===== src/rtl/lane_seq_pkg.sv =====
package lane_seq_pkg;
  localparam int MULT_W = 7;
  localparam int NUM_CHK = 4;

  typedef enum logic [2:0] {
    FLT_NONE  = 3'd0,
    FLT_PLL   = 3'd1,
    FLT_CM    = 3'd2,
    FLT_RXPLL = 3'd3,
    FLT_TX    = 3'd4
  } fault_e;

  typedef enum logic [3:0] {
    S_IDLE, S_CFG, S_PLLCFG, S_W_REF, S_W_PHY, S_W_PLL, S_W_CM, S_W_LINK, S_DONE, S_FAIL
  } state_e;

  typedef struct packed {
    logic sgmii;
    logic fast;
    logic ref125;
    logic tx_inv;
    logic rx_inv;
    logic loop;
  } req_t;

  typedef struct packed {
    logic              sel10;
    logic [1:0]        tx_rate;
    logic [1:0]        rx_rate;
    logic [MULT_W-1:0] mult;
    logic              div2;
  } lane_set_t;
endpackage


===== src/rtl/lane_param_calc.sv =====
module lane_param_calc
  import lane_seq_pkg::*;
(
  input  logic      sgmii_i,
  input  logic      fast_i,
  input  logic      ref125_i,
  output lane_set_t set_o
);
  logic [MULT_W-1:0] base_mult;
  logic [1:0]        rate;

  always_comb begin
    base_mult = ref125_i ? MULT_W'(40) : MULT_W'(100);
    rate      = 2'd0;
    set_o     = '0;
    if (sgmii_i) begin
      rate = fast_i ? 2'd1 : 2'd2;
      // 2.5G scales the PLL by 5/4
      if (fast_i) base_mult = ref125_i ? MULT_W'(50) : MULT_W'(125);
    end
    set_o.sel10   = sgmii_i;
    set_o.tx_rate = rate;
    set_o.rx_rate = rate;
    set_o.mult    = base_mult;
    set_o.div2    = ref125_i;
  end
endmodule


===== src/rtl/lane_delay_timer.sv =====
module lane_delay_timer #(
  parameter int CLKS_PER_MS = 125000,
  parameter int MS_W        = 4
) (
  input  logic            clk_i,
  input  logic            rst_ni,
  input  logic            start_i,
  input  logic [MS_W-1:0] ms_i,
  output logic            expire_o
);
  localparam int MAX_CYC = CLKS_PER_MS * ((1 << MS_W) - 1);
  localparam int CNT_W   = $clog2(MAX_CYC + 1);

  logic [CNT_W-1:0] cnt_q;
  logic [CNT_W-1:0] load;
  logic             run_q;

  assign load     = CNT_W'(ms_i) * CNT_W'(CLKS_PER_MS) - CNT_W'(1);
  assign expire_o = run_q && (cnt_q == '0);

  always_ff @(posedge clk_i or negedge rst_ni) begin
    if (!rst_ni) begin
      cnt_q <= '0;
      run_q <= 1'b0;
    end else if (start_i) begin
      cnt_q <= load;
      run_q <= 1'b1;
    end else if (run_q) begin
      if (cnt_q == '0) run_q <= 1'b0;
      else             cnt_q <= cnt_q - CNT_W'(1);
    end
  end
endmodule


===== src/rtl/lane_stat_cmp.sv =====
module lane_stat_cmp #(
  parameter int STAT_W = 2
) (
  input  logic [STAT_W-1:0] stat_i,
  output logic              pass_o
);
  assign pass_o = (stat_i == STAT_W'(1));
endmodule


===== src/rtl/serdes_lane_seq.sv =====
module serdes_lane_seq
  import lane_seq_pkg::*;
#(
  parameter int CLKS_PER_MS = 125000,
  parameter int STAT_W      = 2,
  parameter int MS_W        = 4,
  parameter int REF_MS      = 1,
  parameter int PHY_MS      = 1,
  parameter int PLL_MS      = 7,
  parameter int CM_MS       = 1,
  parameter int LINK_MS     = 1
) (
  input  logic              clk_i,
  input  logic              rst_ni,
  input  logic              start_i,
  input  logic              mode_i,
  input  logic              speed_i,
  input  logic              ref125_i,
  input  logic              tx_inv_req_i,
  input  logic              rx_inv_req_i,
  input  logic              loop_req_i,
  input  logic [STAT_W-1:0] pll_st_i,
  input  logic [STAT_W-1:0] cm_st_i,
  input  logic [STAT_W-1:0] rx_pll_st_i,
  input  logic [STAT_W-1:0] tx_st_i,
  output logic              sel10_o,
  output logic [1:0]        tx_rate_o,
  output logic [1:0]        rx_rate_o,
  output logic              tx_inv_o,
  output logic              rx_inv_o,
  output logic              loop_o,
  output logic              tx_rst_o,
  output logic              rx_rst_o,
  output logic [6:0]        mult_o,
  output logic              ref_div2_o,
  output logic              rx_term_o,
  output logic              ref_en_o,
  output logic              phy_rst_o,
  output logic              pll_en_o,
  output logic              cm_en_o,
  output logic              rx_pll_en_o,
  output logic              tx_en_o,
  output logic              tx_data_en_o,
  output logic              rx_data_en_o,
  output logic              busy_o,
  output logic              done_o,
  output logic [2:0]        err_o
);
  localparam int CHK_PLL  = 0;
  localparam int CHK_CM   = 1;
  localparam int CHK_RXP  = 2;
  localparam int CHK_TX   = 3;

  state_e    state_q;
  req_t      req_q;
  req_t      req_d;
  lane_set_t set_c;
  lane_set_t set_q;
  fault_e    err_q;

  logic [STAT_W-1:0]  stat_vec [NUM_CHK];
  logic [NUM_CHK-1:0] pass;

  logic            tmr_start;
  logic [MS_W-1:0] tmr_ms;
  logic            tmr_exp;

  logic inv_tx_q, inv_rx_q, loop_q, tx_rst_q, rx_rst_q, rx_term_q;
  logic ref_en_q, phy_rst_q, pll_en_q, cm_en_q, rx_pll_en_q, tx_en_q, data_en_q, done_q;

  assign req_d = '{sgmii: mode_i, fast: speed_i, ref125: ref125_i,
                   tx_inv: tx_inv_req_i, rx_inv: rx_inv_req_i, loop: loop_req_i};

  lane_param_calc u_calc (
    .sgmii_i  (req_q.sgmii),
    .fast_i   (req_q.fast),
    .ref125_i (req_q.ref125),
    .set_o    (set_c)
  );

  lane_delay_timer #(.CLKS_PER_MS(CLKS_PER_MS), .MS_W(MS_W)) u_tmr (
    .clk_i    (clk_i),
    .rst_ni   (rst_ni),
    .start_i  (tmr_start),
    .ms_i     (tmr_ms),
    .expire_o (tmr_exp)
  );

  assign stat_vec[CHK_PLL] = pll_st_i;
  assign stat_vec[CHK_CM]  = cm_st_i;
  assign stat_vec[CHK_RXP] = rx_pll_st_i;
  assign stat_vec[CHK_TX]  = tx_st_i;

  for (genvar g = 0; g < NUM_CHK; g++) begin : g_chk
    lane_stat_cmp #(.STAT_W(STAT_W)) u_cmp (
      .stat_i (stat_vec[g]),
      .pass_o (pass[g])
    );
  end

  // timer kicks at each stage entry
  always_comb begin
    tmr_start = 1'b0;
    tmr_ms    = '0;
    unique case (state_q)
      S_PLLCFG: begin tmr_start = 1'b1; tmr_ms = MS_W'(REF_MS); end
      S_W_REF:  begin tmr_start = tmr_exp; tmr_ms = MS_W'(PHY_MS); end
      S_W_PHY:  begin tmr_start = tmr_exp; tmr_ms = MS_W'(PLL_MS); end
      S_W_PLL:  begin tmr_start = tmr_exp && pass[CHK_PLL]; tmr_ms = MS_W'(CM_MS); end
      S_W_CM:   begin tmr_start = tmr_exp && pass[CHK_CM];  tmr_ms = MS_W'(LINK_MS); end
      default:  ;
    endcase
  end

  always_ff @(posedge clk_i or negedge rst_ni) begin
    if (!rst_ni) begin
      state_q     <= S_IDLE;
      req_q       <= '0;
      set_q       <= '0;
      err_q       <= FLT_NONE;
      inv_tx_q    <= 1'b0;
      inv_rx_q    <= 1'b0;
      loop_q      <= 1'b0;
      tx_rst_q    <= 1'b1;
      rx_rst_q    <= 1'b1;
      rx_term_q   <= 1'b0;
      ref_en_q    <= 1'b0;
      phy_rst_q   <= 1'b1;
      pll_en_q    <= 1'b0;
      cm_en_q     <= 1'b0;
      rx_pll_en_q <= 1'b0;
      tx_en_q     <= 1'b0;
      data_en_q   <= 1'b0;
      done_q      <= 1'b0;
    end else begin
      unique case (state_q)
        S_IDLE, S_DONE, S_FAIL: begin
          if (start_i) begin
            req_q       <= req_d;
            set_q       <= '0;
            err_q       <= FLT_NONE;
            inv_tx_q    <= 1'b0;
            inv_rx_q    <= 1'b0;
            loop_q      <= 1'b0;
            tx_rst_q    <= 1'b1;
            rx_rst_q    <= 1'b1;
            rx_term_q   <= 1'b0;
            ref_en_q    <= 1'b0;
            phy_rst_q   <= 1'b1;
            pll_en_q    <= 1'b0;
            cm_en_q     <= 1'b0;
            rx_pll_en_q <= 1'b0;
            tx_en_q     <= 1'b0;
            data_en_q   <= 1'b0;
            done_q      <= 1'b0;
            state_q     <= S_CFG;
          end
        end
        S_CFG: begin
          set_q.sel10   <= set_c.sel10;
          set_q.tx_rate <= set_c.tx_rate;
          set_q.rx_rate <= set_c.rx_rate;
          inv_tx_q      <= req_q.tx_inv;
          inv_rx_q      <= req_q.rx_inv;
          loop_q        <= req_q.loop;
          tx_rst_q      <= 1'b0;
          rx_rst_q      <= 1'b0;
          state_q       <= S_PLLCFG;
        end
        S_PLLCFG: begin
          set_q.mult <= set_c.mult;
          set_q.div2 <= set_c.div2;
          rx_term_q  <= 1'b0;
          ref_en_q   <= 1'b1;
          state_q    <= S_W_REF;
        end
        S_W_REF: if (tmr_exp) begin
          phy_rst_q <= 1'b0;
          state_q   <= S_W_PHY;
        end
        S_W_PHY: if (tmr_exp) begin
          pll_en_q <= 1'b1;
          state_q  <= S_W_PLL;
        end
        S_W_PLL: if (tmr_exp) begin
          if (pass[CHK_PLL]) begin
            cm_en_q <= 1'b1;
            state_q <= S_W_CM;
          end else begin
            err_q   <= FLT_PLL;
            state_q <= S_FAIL;
          end
        end
        S_W_CM: if (tmr_exp) begin
          if (pass[CHK_CM]) begin
            rx_pll_en_q <= 1'b1;
            tx_en_q     <= 1'b1;
            state_q     <= S_W_LINK;
          end else begin
            err_q   <= FLT_CM;
            state_q <= S_FAIL;
          end
        end
        S_W_LINK: if (tmr_exp) begin
          if (!pass[CHK_RXP]) begin
            err_q   <= FLT_RXPLL;
            state_q <= S_FAIL;
          end else if (!pass[CHK_TX]) begin
            err_q   <= FLT_TX;
            state_q <= S_FAIL;
          end else begin
            data_en_q <= 1'b1;
            done_q    <= 1'b1;
            state_q   <= S_DONE;
          end
        end
        default: state_q <= S_IDLE;
      endcase
    end
  end

  assign busy_o       = !(state_q inside {S_IDLE, S_DONE, S_FAIL});
  assign sel10_o      = set_q.sel10;
  assign tx_rate_o    = set_q.tx_rate;
  assign rx_rate_o    = set_q.rx_rate;
  assign mult_o       = set_q.mult;
  assign ref_div2_o   = set_q.div2;
  assign tx_inv_o     = inv_tx_q;
  assign rx_inv_o     = inv_rx_q;
  assign loop_o       = loop_q;
  assign tx_rst_o     = tx_rst_q;
  assign rx_rst_o     = rx_rst_q;
  assign rx_term_o    = rx_term_q;
  assign ref_en_o     = ref_en_q;
  assign phy_rst_o    = phy_rst_q;
  assign pll_en_o     = pll_en_q;
  assign cm_en_o      = cm_en_q;
  assign rx_pll_en_o  = rx_pll_en_q;
  assign tx_en_o      = tx_en_q;
  assign tx_data_en_o = data_en_q;
  assign rx_data_en_o = data_en_q;
  assign done_o       = done_q;
  assign err_o        = err_q;
endmodule


===== config.mk =====
export PLATFORM = sky130hd
export DESIGN_NAME = serdes_lane_seq
export DESIGN_NICKNAME = d
export VERILOG_FILES = /design/src/rtl/lane_seq_pkg.sv /design/src/rtl/lane_param_calc.sv /design/src/rtl/lane_delay_timer.sv /design/src/rtl/lane_stat_cmp.sv /design/src/rtl/serdes_lane_seq.sv
export SDC_FILE = /design/constraint.sdc
export NUM_CORES = 1
export LEC_CHECK = 0
export ABC_AREA = 1
export BUFFER_PORTS_ARGS = -buffer_cell sky130_fd_sc_hd__buf_4
export CAP_MARGIN = 40
export CORE_MARGIN = 3
export CORE_UTILIZATION = 50
export DETAILED_ROUTE_END_ITERATION = 16
export GPL_TIMING_DRIVEN = 0
export PLACE_DENSITY = 0.8
export SETUP_SLACK_MARGIN = 0.4
export SLEW_MARGIN = 20
export SYNTH_ARGS = -nofsm -noshare
export SYNTH_HDL_FRONTEND = slang
export SYNTH_HIERARCHICAL = 1
export SYNTH_SLANG_ARGS = --single-unit

===== constraint.sdc =====
create_clock -name clk_i -period 3.85 [get_ports clk_i]
set_input_delay 0.5775 -clock clk_i [delete_from_list [all_inputs] [get_ports clk_i]]
set_output_delay 0.5775 -clock clk_i [all_outputs]
set_load 0.01 [all_outputs]

==> impl_metrics.toml, run 1 <==
[drt]
antenna_violating_nets_post_route = 0
remaining_drc_errors = 0
route.detailed.wl_per_inst_um = 13.5
first_pass_iters = 7
wirelength_um = 11000
drt_iter0_drc = 287
routed_via_density = 5.31
num_vias = 4333

[logic_synthesis]
netlist.area_leader.share_pct = 31.7
synth_seq_cells = 58
synth-edff-count = 0
syn-mean-instance-area_sq_um = 7.11
synth_seq_area_share_pct = 32.9
synth.yosys.warnings = 6
synth_top_cells_by_area = "sky130_fd_sc_hd__dfrtp_1 32%, sky130_fd_sc_hd__nand2_1 16%, sky130_fd_sc_hd__nand3_1 7.7%"
synth_area_sq_um = 4420
synth_top_cell_by_area = "sky130_fd_sc_hd__dfrtp_1"
top_cells_by_instance_count_after_synthesis = "189 x sky130_fd_sc_hd__nand2_1, 68 x sky130_fd_sc_hd__inv_1, 68 x sky130_fd_sc_hd__nand3_1, 56 x sky130_fd_sc_hd__dfrtp_1, 51 x sky130_fd_sc_hd__nor2_1"
synth-async-reset-ratio_pct = 100
most_common_cell_in_the_synthesized_netlist = "sky130_fd_sc_hd__nand2_1"
dominantRegCellSynth = "sky130_fd_sc_hd__dfrtp_1"
synth_cell_types = 41
syn-instance-count = 622

[power_and_ir_drop]
max-vdd-ir-drop_mv = 0.304
power_leakage_nw = 2.93
switching_power_mw = 1.77
power.share.clock_pct = 18.4
power_report.internal_total_mw = 2.15
power_density_nw_per_um2 = 719
seq_power_share_pct = 26.7
sw_frac_of_total_pct = 45.2
share_comb_of_total_power_pct = 54.9

[floorplanning]
ioPinCount = 49
chipHeight_um = 100
die_area_sq_um = 10000
core_area_sq_um = 8380
initial_core_util_pct = 52.7
die-width_um = 100
placement_rows = 33

[worst_setup_path]
critPathSlowestCell = "sky130_fd_sc_hd__fa_1"
library_cell_appearing_most_often_on_the_critical_path = "sky130_fd_sc_hd__nand2_1"
crit_chain = "inv_2, nand2_4, nor2_4, inv_2, ha_1, fa_1, inv_1, fa_2, xor2_2, nand2_2, nor2_2, nand2_1, nor2_2, nand2_1, nand2_1, nand3_2, a21oi_2"
r2r_cells = 17
critPathKind = "register to register"
cp_max_fo = 4
cp.arrival_ns = 3.62
crit_path_end_kind = "register"
delay_contributed_by_the_slowest_stage_of_the_critical_path_ns = 0.57
worstSetupStartpointType = "register"
timing.critical_path.required_ns = 4.13

[placement]
gp_congestion = 0.896
io_buffer_count = 47
dpl.hpwl_um = 7910

[global_routing]
grt_use_total_pct = 22.3
grt_max_degree = 59
antenna_found_initial = 0
first_global_vias = 4074
grt_pass1_wl_um = 18200
grt_overflow_total = 0

[cts]
htree_num_levels = 3
cts.reportedPaths.clkPinSlew_ns = 0.07
tritoncts.num_buffers = 9
clkLatencyLatePin_ns = 0.35
max-clock-path-buffers = 2
cts_tree = "yes"
numClockSinks = 58
holdBufCountCts = 0
clockRootBuffer = "sky130_fd_sc_hd__clkbuf_8"

[finish]
finalNetCount = 752
drive_above_1_share_pct = 25.9
syn2layout_area_growth_pct = 23.5
fillers = 727
n_antenna_cell = 0
final_util_pct = 65.1

[sta]
timing.max_slew.rel_slack_pct = 50.6
final-setup-viol-count = 0
fin_crit_sh_pct = 86.6
max_clock_freq_mhz = 300
timing.clock.skew_ns = 0.0103
slew_viol_final = 0
grt_setup_unrepaired = "yes"
worst_slew_pin_slew_ns = 0.740
minimum_clock_period_after_layout_ns = 3.34
timing.hold.ws_ns = 0.294
hold_viol_final = 0
finalSetupTns_ns = 0

[run_status]
outcome = "finished clean"

[hold_path]
tightest_hold_check_type = "input pin to asynchronous set/reset pin"

[run]
maxCapViolations = 0
==> cell families (layout without fill, tap and decap cells) <==
group	Yosys count	after routing	share of synthesized area, %
AO/OA/AOI/OAI	58	58	7.64
buffers and inverters	99	179	9.99
other	2	11	0.170
AND/OR/NAND/NOR	362	362	37.5
adder cells (fa/ha/maj)	29	29	9.06
flip-flops	58	58	32.9
XOR/XNOR	14	14	2.77
==> sequential cells by signal, summed over array words and instances (netlist names), 2 cells and up <==
register and flops:
mult_o 7, err_o 3, rx_rate_o 2, state_q 4, u_tmr/cnt_q 21, tx_rate_o 2, req_q 6
==> area by class of cell <==
| type | count | area (sq um) | area share, % |
|---|---|---|---|
| plain buffers | 22 | 161 | 2.96 |
| clock buffers | 9 | 124 | 2.27 |
| multi-input cells | 474 | 2680 | 49.1 |
| flip-flops and latches | 58 | 1460 | 26.7 |
| clock inverters | 7 | 125 | 2.29 |
| repair buffers | 64 | 484 | 8.87 |
| inverters | 77 | 294 | 5.39 |
| well taps | 105 | 131 | 2.41 |
==> critical path: cells and delay by family, from the launching register on <==
| kind | cells | cell delay, ns |
|---|---|---|
| XOR/XNOR | 1 | 0.20 |
| flip-flops | 1 | 0.46 |
| AO/OA/AOI/OAI | 1 | 0.13 |
| AND/OR/NAND/NOR | 9 | 0.92 |
| buffers and inverters | 3 | 0.30 |
| adder cells (fa/ha/maj) | 3 | 1.26 |
==> cell usage in the layout, fill, tap and decap left out, types with 3 or more instances in the layout <==
master,count
sky130_fd_sc_hd__a21oi_1,14
sky130_fd_sc_hd__a31oi_1,3
sky130_fd_sc_hd__buf_2,6
sky130_fd_sc_hd__buf_4,75
sky130_fd_sc_hd__buf_6,4
sky130_fd_sc_hd__bufinv_16,3
sky130_fd_sc_hd__clkbuf_8,9
sky130_fd_sc_hd__conb_1,11
sky130_fd_sc_hd__dfrtp_1,52
sky130_fd_sc_hd__dfrtp_2,4
sky130_fd_sc_hd__fa_1,4
sky130_fd_sc_hd__ha_1,22
sky130_fd_sc_hd__inv_1,62
sky130_fd_sc_hd__inv_2,13
sky130_fd_sc_hd__nand2_1,183
sky130_fd_sc_hd__nand2_2,12
sky130_fd_sc_hd__nand2_4,4
sky130_fd_sc_hd__nand3_1,67
sky130_fd_sc_hd__nand3_2,4
sky130_fd_sc_hd__nand3b_1,4
sky130_fd_sc_hd__nand4_1,5
sky130_fd_sc_hd__nor2_1,47
sky130_fd_sc_hd__nor2_2,16
sky130_fd_sc_hd__nor2_4,11
sky130_fd_sc_hd__o211ai_1,3
sky130_fd_sc_hd__o21ai_0,15
sky130_fd_sc_hd__o21ai_1,11
sky130_fd_sc_hd__xor2_1,11
==> layer usage <==
metal  GRT usage, %  share of wire, %  vias up  wire [um]
met1           30.5                44     2040       4810
met2           36.6                49      134       5380
met5              0                 0        -          0
met3           3.27               4.9       24        538
li1               -                 -     2135          -
met4           7.05               2.4        0        264
==> power groups by stage <==
| stage | Sequential, mW | Combinational [mW] | Clock (mW) |
|---|---|---|---|
| floorplan | 1.05 | 1.36 | 0 |
| global placement | 1.05 | 1.83 | 0 |
| detailed placement | 1.06 | 1.91 | 0 |
| CTS | 1.05 | 1.96 | 0.721 |
| global route | 1.08 | 2.41 | 0.749 |
| finish | 1.05 | 2.15 | 0.721 |
==> what timing repair did <==
action,in CTS,in global routing
pin swaps,2,12
setup buffers,4,13
setup endpoints to repair,5,7
gates resized for setup,11,31
==> through the flow <==
| step | std cells | power, mW | cell area, sq um | setup WS (ns) |
|---|---|---|---|---|
| after floorplan | 631 | 2.41 | 4460 | 0.411 |
| after global placement | 783 | 2.88 | 4950 | -0.0732 |
| after detailed placement | 783 | 2.96 | 4950 | -0.192 |
| after CTS | 803 | 3.73 | 5260 | 0.402 |
| after global routing | 816 | 4.24 | 5460 | 0.280 |
| final | 816 | 3.92 | 5460 | 0.514 |
==> worst paths after layout <==
| check | start | end | slack, ns |
|---|---|---|---|
| worst max register to register | state_q[3] | u_tmr/cnt_q[20] | 0.51 |
| worst min register to register | err_o[1] | err_o[1] | 0.48 |
| min in group clk_i | ref125_i | req_q[3] | 0.42 |
| max in group asynchronous | rst_ni | state_q[1] | 3.03 |
| worst max-delay path | state_q[3] | u_tmr/cnt_q[20] | 0.51 |
| worst min-delay path | rst_ni | u_tmr/cnt_q[14] | 0.29 |
Power figures use the tool's default switching activity.
==> run 2: changes to the inputs <==
--- a/config.mk
+++ b/config.mk
@@ -5,14 +5,14 @@
 export SDC_FILE = /design/constraint.sdc
 export NUM_CORES = 1
 export LEC_CHECK = 0
-export ABC_AREA = 1
 export BUFFER_PORTS_ARGS = -buffer_cell sky130_fd_sc_hd__buf_4
 export CAP_MARGIN = 40
+export CORE_ASPECT_RATIO = 1.4
 export CORE_MARGIN = 3
 export CORE_UTILIZATION = 50
 export DETAILED_ROUTE_END_ITERATION = 16
 export GPL_TIMING_DRIVEN = 0
-export PLACE_DENSITY = 0.8
+export PLACE_DENSITY = 0.81
 export SETUP_SLACK_MARGIN = 0.4
 export SLEW_MARGIN = 20
 export SYNTH_ARGS = -nofsm -noshare
==> run 2 against run 1 <==
Compared with the run above:
- utilization rose by 0.61 points
- total power down 65%
- largest power group is now the clock network
- sequential power is 42% lower
- wire length fell by 13%
==> impl_metrics.toml, run 2 <==
[finish]
layoutNonFillerInstCount = 626
multi_input_area_sq_um = 2580
commonest_cells_after_routing_fill_and_taps_aside = "77 x sky130_fd_sc_hd__buf_4, 61 x sky130_fd_sc_hd__nand2_1, 55 x sky130_fd_sc_hd__dfrtp_1"
n_antenna_cell = 0
fillers = 635
finalNetCount = 567
drive_above_1_share_pct = 29.5
syn2layout_area_growth_pct = 26.8
layout.area.seq_sq_um = 1460
final_util_pct = 65.7
final_design_area_no_fill_sq_um = 5160
largest_register_ffs = 21
leading_cell_type_in_the_layout_fill_and_taps_excluded = "sky130_fd_sc_hd__buf_4"
largest_register = "u_tmr/cnt_q"

[cts]
cts.reportedPaths.clkPinSlew_ns = 0.07
cts_tree = "yes"
max-clock-path-buffers = 2
tritoncts.num_buffers = 9
holdBufCountCts = 0
numClockSinks = 58
clockRootBuffer = "sky130_fd_sc_hd__clkbuf_8"
htree_num_levels = 3
clkLatencyLatePin_ns = 0.35

[floorplanning]
placement_rows = 38
chipHeight_um = 113
initial_core_util_pct = 51.8
ioPinCount = 49
die_area_sq_um = 9260
core_area_sq_um = 7850
die-width_um = 82.2

[sta]
hold_viol_final = 0
fin_crit_sh_pct = 94.9
max_clock_freq_mhz = 274
final.setup.worst_slack_ns = 0.195
worst_slew_pin_slew_ns = 0.713
minimum_clock_period_after_layout_ns = 3.66
slew_viol_final = 0
grt_setup_unrepaired = "yes"
final-setup-viol-count = 0
timing.hold.ws_ns = 0.285
finalSetupTns_ns = 0
timing.clock.skew_ns = 0.0145
timing.max_slew.rel_slack_pct = 52.5

[global_routing]
grt_use_total_pct = 21.9
grt_pass1_wl_um = 15600
grt_overflow_total = 0
antenna_found_initial = 0
grt_max_degree = 59
first_global_vias = 3537

[placement]
place_ws_ns = -0.306
dpl.cell_count = 593
dpl.hpwl_um = 6870
io_buffer_count = 47
gp_congestion = 0.876
postPlaceCellArea_sq_um = 4670

[worst_setup_path]
cp_max_fo = 7
library_cell_appearing_most_often_on_the_critical_path = "sky130_fd_sc_hd__fa_1"
crit_path_end_kind = "register"
timing.critical_path.required_ns = 4.07
critPathSlowestCell = "sky130_fd_sc_hd__fa_1"
worstSetupStartpointType = "register"
delay_contributed_by_the_slowest_stage_of_the_critical_path_ns = 0.52
crit_chain = "buf_6, buf_8, nor3_4, fa_1, inv_1, fa_1, inv_2, ha_4, o21ai_4, or4b_4, nand4_1, nor4_2, xor2_1, mux2i_1"
critPathKind = "register to register"
cp.arrival_ns = 3.87

[logic_synthesis]
top_cells_by_instance_count_after_synthesis = "62 x sky130_fd_sc_hd__nand2_1, 56 x sky130_fd_sc_hd__dfrtp_1, 28 x sky130_fd_sc_hd__nor2_1, 24 x sky130_fd_sc_hd__ha_1, 22 x sky130_fd_sc_hd__inv_1"
synth-async-reset-ratio_pct = 100
synth_top_cell_by_area = "sky130_fd_sc_hd__dfrtp_1"
synth.yosys.warnings = 6
syn-mean-instance-area_sq_um = 9.28
synth_seq_cells = 58
synth_seq_area_share_pct = 35.8
synth_area_sq_um = 4070
dominantRegCellSynth = "sky130_fd_sc_hd__dfrtp_1"
syn-instance-count = 438
synth-edff-count = 0
synth_cell_types = 67
synth_top_cells_by_area = "sky130_fd_sc_hd__dfrtp_1 34%, sky130_fd_sc_hd__ha_1 7.4%, sky130_fd_sc_hd__nand2_1 5.7%"
netlist.area_leader.share_pct = 34.5
most_common_cell_in_the_synthesized_netlist = "sky130_fd_sc_hd__nand2_1"

[power_and_ir_drop]
power_density_nw_per_um2 = 264
power_leakage_nw = 2.23
max-vdd-ir-drop_mv = 0.294
switching_power_mw = 0.294
power.share.clock_pct = 48.0
share_comb_of_total_power_pct = 7.2
fin_total_pwr_mw = 1.36
sw_frac_of_total_pct = 21.6
power_report.internal_total_mw = 1.07
seq_power_share_pct = 44.7

[run]
maxCapViolations = 0

[drt]
drt_iter0_drc = 139
routed_via_density = 5.59
remaining_drc_errors = 0
antenna_violating_nets_post_route = 0
num_vias = 3499
route.detailed.wl_per_inst_um = 15.3
wirelength_um = 9600
first_pass_iters = 4

[run_status]
outcome = "finished clean"

[hold_path]
tightest_hold_check_type = "input pin to asynchronous set/reset pin"
-- run 2: critical path, delay by kind of cell (launching register included) --
kind,cells,cell delay (ns)
flip-flops,1,0.39
XOR/XNOR,1,0.21
buffers and inverters,4,0.43
multiplexers,1,0.09
adder cells (fa/ha/maj),3,1.20
AO/OA/AOI/OAI,1,0.17
AND/OR/NAND/NOR,4,1.04
-- run 2: power groups by stage --
stage / logic (mW) / clock network (mW) / registers (mW)
after global placement: 0.0830 / 0 / 0.621
after floorplan: 0.0500 / 0 / 0.621
after global routing: 0.110 / 0.697 / 0.609
final: 0.0987 / 0.655 / 0.610
after detailed placement: 0.0848 / 0 / 0.621
after CTS: 0.0937 / 0.669 / 0.610
-- run 2: path summary, 6_finish.rpt --
kind                             from              end  slack, ns  cells past startpoint
setup / recovery           state_q[1]  u_tmr/cnt_q[20]       0.19                     14
hold / removal                 rst_ni          tx_en_o       0.29                      1
setup reg to reg           state_q[1]  u_tmr/cnt_q[20]       0.19                     14
hold reg to reg              req_q[1]         rx_inv_o       0.46                      2
max in group asynchronous      rst_ni       state_q[0]       3.07                      1
min in group clk_i           req_q[1]         rx_inv_o       0.46                      2
-- run 2: cell type report --
class,count,share of cell area (%)
clock buffers,12,3.20
clock inverters,4,1.41
plain buffers,26,3.76
flip-flops and latches,58,28.2
repair buffers,64,9.32
multi-input cells,340,50.1
inverters,22,1.60
well taps,100,2.43
-- run 2: cells by family after synthesis --
| group | synth area share [%] |
|---|---|
| AND/OR/NAND/NOR | 26.3 |
| AO/OA/AOI/OAI | 10.6 |
| flip-flops | 35.8 |
| buffers and inverters | 6.00 |
| XOR/XNOR | 7.33 |
| adder cells (fa/ha/maj) | 9.85 |
| multiplexers | 4.06 |
| other | 0.185 |
-- run 2: timing repair --
action / CTS / global route
hold endpoints to repair: 0 / 0
pin swaps: 7 / 9
setup endpoints to repair: 6 / 15
resized for setup: 15 / 9
buffers inserted: 11 / 6
-- run 2: per-layer routing --
layer  wire length (um)  vias up  GRT usage [%]
met5                  0        -              0
met4                320        0           12.6
met3                473       26           5.33
li1                   -     1665              -
met1               3340     1698           21.5
met2               5460      110           40.0
==> run 3: changes to the inputs <==
==> constraint.sdc (replaced) <==
create_clock -name clk_i -period 3 [get_ports clk_i]
set_input_delay 0.45 -clock clk_i [delete_from_list [all_inputs] [get_ports clk_i]]
set_output_delay 0.45 -clock clk_i [all_outputs]
set_load 0.01 [all_outputs]
==> run 3 against run 2 <==
Compared with the run above:
- critical path type unchanged
- the run now ends with negative setup slack left
- final cell count rose by 3.2%
- utilization rose by 4.4 points
- sequential power rose by 28%
- maximum frequency rose by 2.1%
- sequential cell count did not move
- register-to-register slack got worse by 0.78 ns
- total power rose by 21%
- critical path depth rose by 2
==> impl_metrics.toml, run 3 (same netlist as run 2, synthesis figures left out) <==
[floorplanning]
core_area_sq_um = 7850
chipHeight_um = 113
ioPinCount = 49
initial_core_util_pct = 51.8
die_area_sq_um = 9260
placement_rows = 38
die-width_um = 82.2

[worst_setup_path]
critPathSlowestCell = "sky130_fd_sc_hd__fa_1"
delay_contributed_by_the_slowest_stage_of_the_critical_path_ns = 0.55
crit_path_end_kind = "register"
path_buf_inv = 7
timing.critical_path.required_ns = 3.21
worstSetupStartpointType = "register"
cp.arrival_ns = 3.79
timing.rr.start = "state_q[1]"
worst_path_dominant_cell_family = "adder cells"
critPathKind = "register to register"
cp_max_fo = 4
crit_chain = "buf_6, clkbuf_16, nor3_4, buf_12, buf_12, fa_1, inv_1, fa_1, inv_2, ha_4, buf_6, xor2_4, nand4_1, nor4_2, xor2_1, mux2i_1"
startpoint_of_the_most_critical_setup_path = "state_q[1]"

[finish]
final_util_pct = 70.1
n_antenna_cell = 0
leading_cell_type_in_the_layout_fill_and_taps_excluded = "sky130_fd_sc_hd__buf_4"
syn2layout_area_growth_pct = 35.3
largest_register_ffs = 21
commonest_cells_after_routing_fill_and_taps_aside = "87 x sky130_fd_sc_hd__buf_4, 61 x sky130_fd_sc_hd__nand2_1, 55 x sky130_fd_sc_hd__dfrtp_1"
fillers = 575
multi_input_area_sq_um = 2730
largest_register = "u_tmr/cnt_q"
finalNetCount = 587
layout.area.seq_sq_um = 1460
drive_above_1_share_pct = 36.1
layoutNonFillerInstCount = 646

[sta]
max_clock_freq_mhz = 279
final.setup.worst_slack_ns = -0.581
worst_slew_pin_slew_ns = 0.723
timing.max_slew.rel_slack_pct = 51.8
grt_setup_unrepaired = "yes"
slew_viol_final = 0
minimum_clock_period_after_layout_ns = 3.58
fin_crit_sh_pct = 119
timing.clock.skew_ns = 0.0137
hold_viol_final = 0
final-setup-viol-count = 4

[cts]
clkLatencyLatePin_ns = 0.35
max-clock-path-buffers = 2
cts.reportedPaths.clkPinSlew_ns = 0.08
cts_tree = "yes"
htree_num_levels = 3
clockRootBuffer = "sky130_fd_sc_hd__clkbuf_8"
numClockSinks = 58
holdBufCountCts = 0
tritoncts.num_buffers = 9

[run_status]
violations = "negative setup slack"
outcome = "complete, but fails checks"

[placement]
io_buffer_count = 47
dpl.hpwl_um = 6890
dpl.cell_count = 593
gp_congestion = 0.864
place_ws_ns = -1.13

[drt]
routed_via_density = 5.67
num_vias = 3662
antenna_violating_nets_post_route = 0
drt_iter0_drc = 191
wirelength_um = 11100
route.detailed.wl_per_inst_um = 17.2
first_pass_iters = 5
remaining_drc_errors = 0

[power_and_ir_drop]
power.share.clock_pct = 43.7
share_comb_of_total_power_pct = 8.8
power_density_nw_per_um2 = 299
power_leakage_nw = 2.38
seq_power_share_pct = 47.5
max-vdd-ir-drop_mv = 0.383
sw_frac_of_total_pct = 25.3
switching_power_mw = 0.416
power_report.internal_total_mw = 1.23

[run]
maxCapViolations = 0

[global_routing]
antenna_found_initial = 0
grt_use_total_pct = 24.2
grt_overflow_total = 0
grt_pass1_wl_um = 17300
first_global_vias = 3778
grt_max_degree = 59

[hold_path]
tightest_hold_check_type = "input pin to asynchronous set/reset pin"
run 3: cell count changes in the layout (fill, tap and decap cells not counted), moves of 4 or more:
cell / delta
sky130_fd_sc_hd__ha_1: -4
sky130_fd_sc_hd__buf_6: +9
sky130_fd_sc_hd__o21ai_1: +7
sky130_fd_sc_hd__buf_4: +10
sky130_fd_sc_hd__o21ai_0: -8
run 3: per-layer routing:
layer,GRT usage (%),part of all wire [%],vias to the layer above
met3,4.70,4.6,46
met1,23.9,35,1781
met2,44.4,55,138
met5,0,0,-
met4,14.6,4.9,0
li1,-,-,1697
run 3: path summary, 6_finish.rpt:
path,to,slack (ns),cells after the start
max reg2reg,u_tmr/cnt_q[20],-0.58,16
min reg2reg,tx_inv_o,0.47,2
max,u_tmr/cnt_q[20],-0.58,16
min,err_o[0],0.15,1
max in group asynchronous,state_q[0],2.35,1
min in group clk_i,req_q[3],0.34,2
run 3: timing repair:
action	4_1_cts	5_1_grt
gates cloned	0	0
gates resized for setup	45	27
endpoints found under the hold margin	0	0
pin swaps	20	18
setup buffers	29	8
endpoints found under the setup margin	24	22
run 3: stage by stage:
| step | power [mW] | TNS (ns) | cell area [sq um] | hold slack [ns] |
|---|---|---|---|---|
| after global placement | 0.904 | -4.21 | 4680 | 0.441 |
| after CTS | 1.63 | -1.58 | 5340 | 0.175 |
| after detailed placement | 0.906 | -5.59 | 4680 | 0.453 |
| final | 1.64 | -2.04 | 5500 | 0.152 |
| after floorplan | 0.861 | -1.97 | 4200 | 0.154 |
| after global routing | 1.70 | -2.57 | 5500 | 0.211 |
run 3: area by class of cell:
type | instances | area share [%]
clock buffer | 9 | 2.25
inverter | 22 | 1.50
tap | 100 | 2.27
multi-input combinational | 340 | 49.6
sequential | 58 | 26.4
clock inverter | 7 | 1.25
timing repair buffer | 84 | 12.7
buffer | 26 | 3.93
run 3: power groups by stage:
stage	registers (mW)	clock network, mW	logic [mW]
after floorplan	0.797	0	0.0643
after global placement	0.797	0	0.107
after detailed placement	0.797	0	0.109
after CTS	0.782	0.723	0.129
after global routing	0.781	0.759	0.159
final	0.782	0.718	0.145
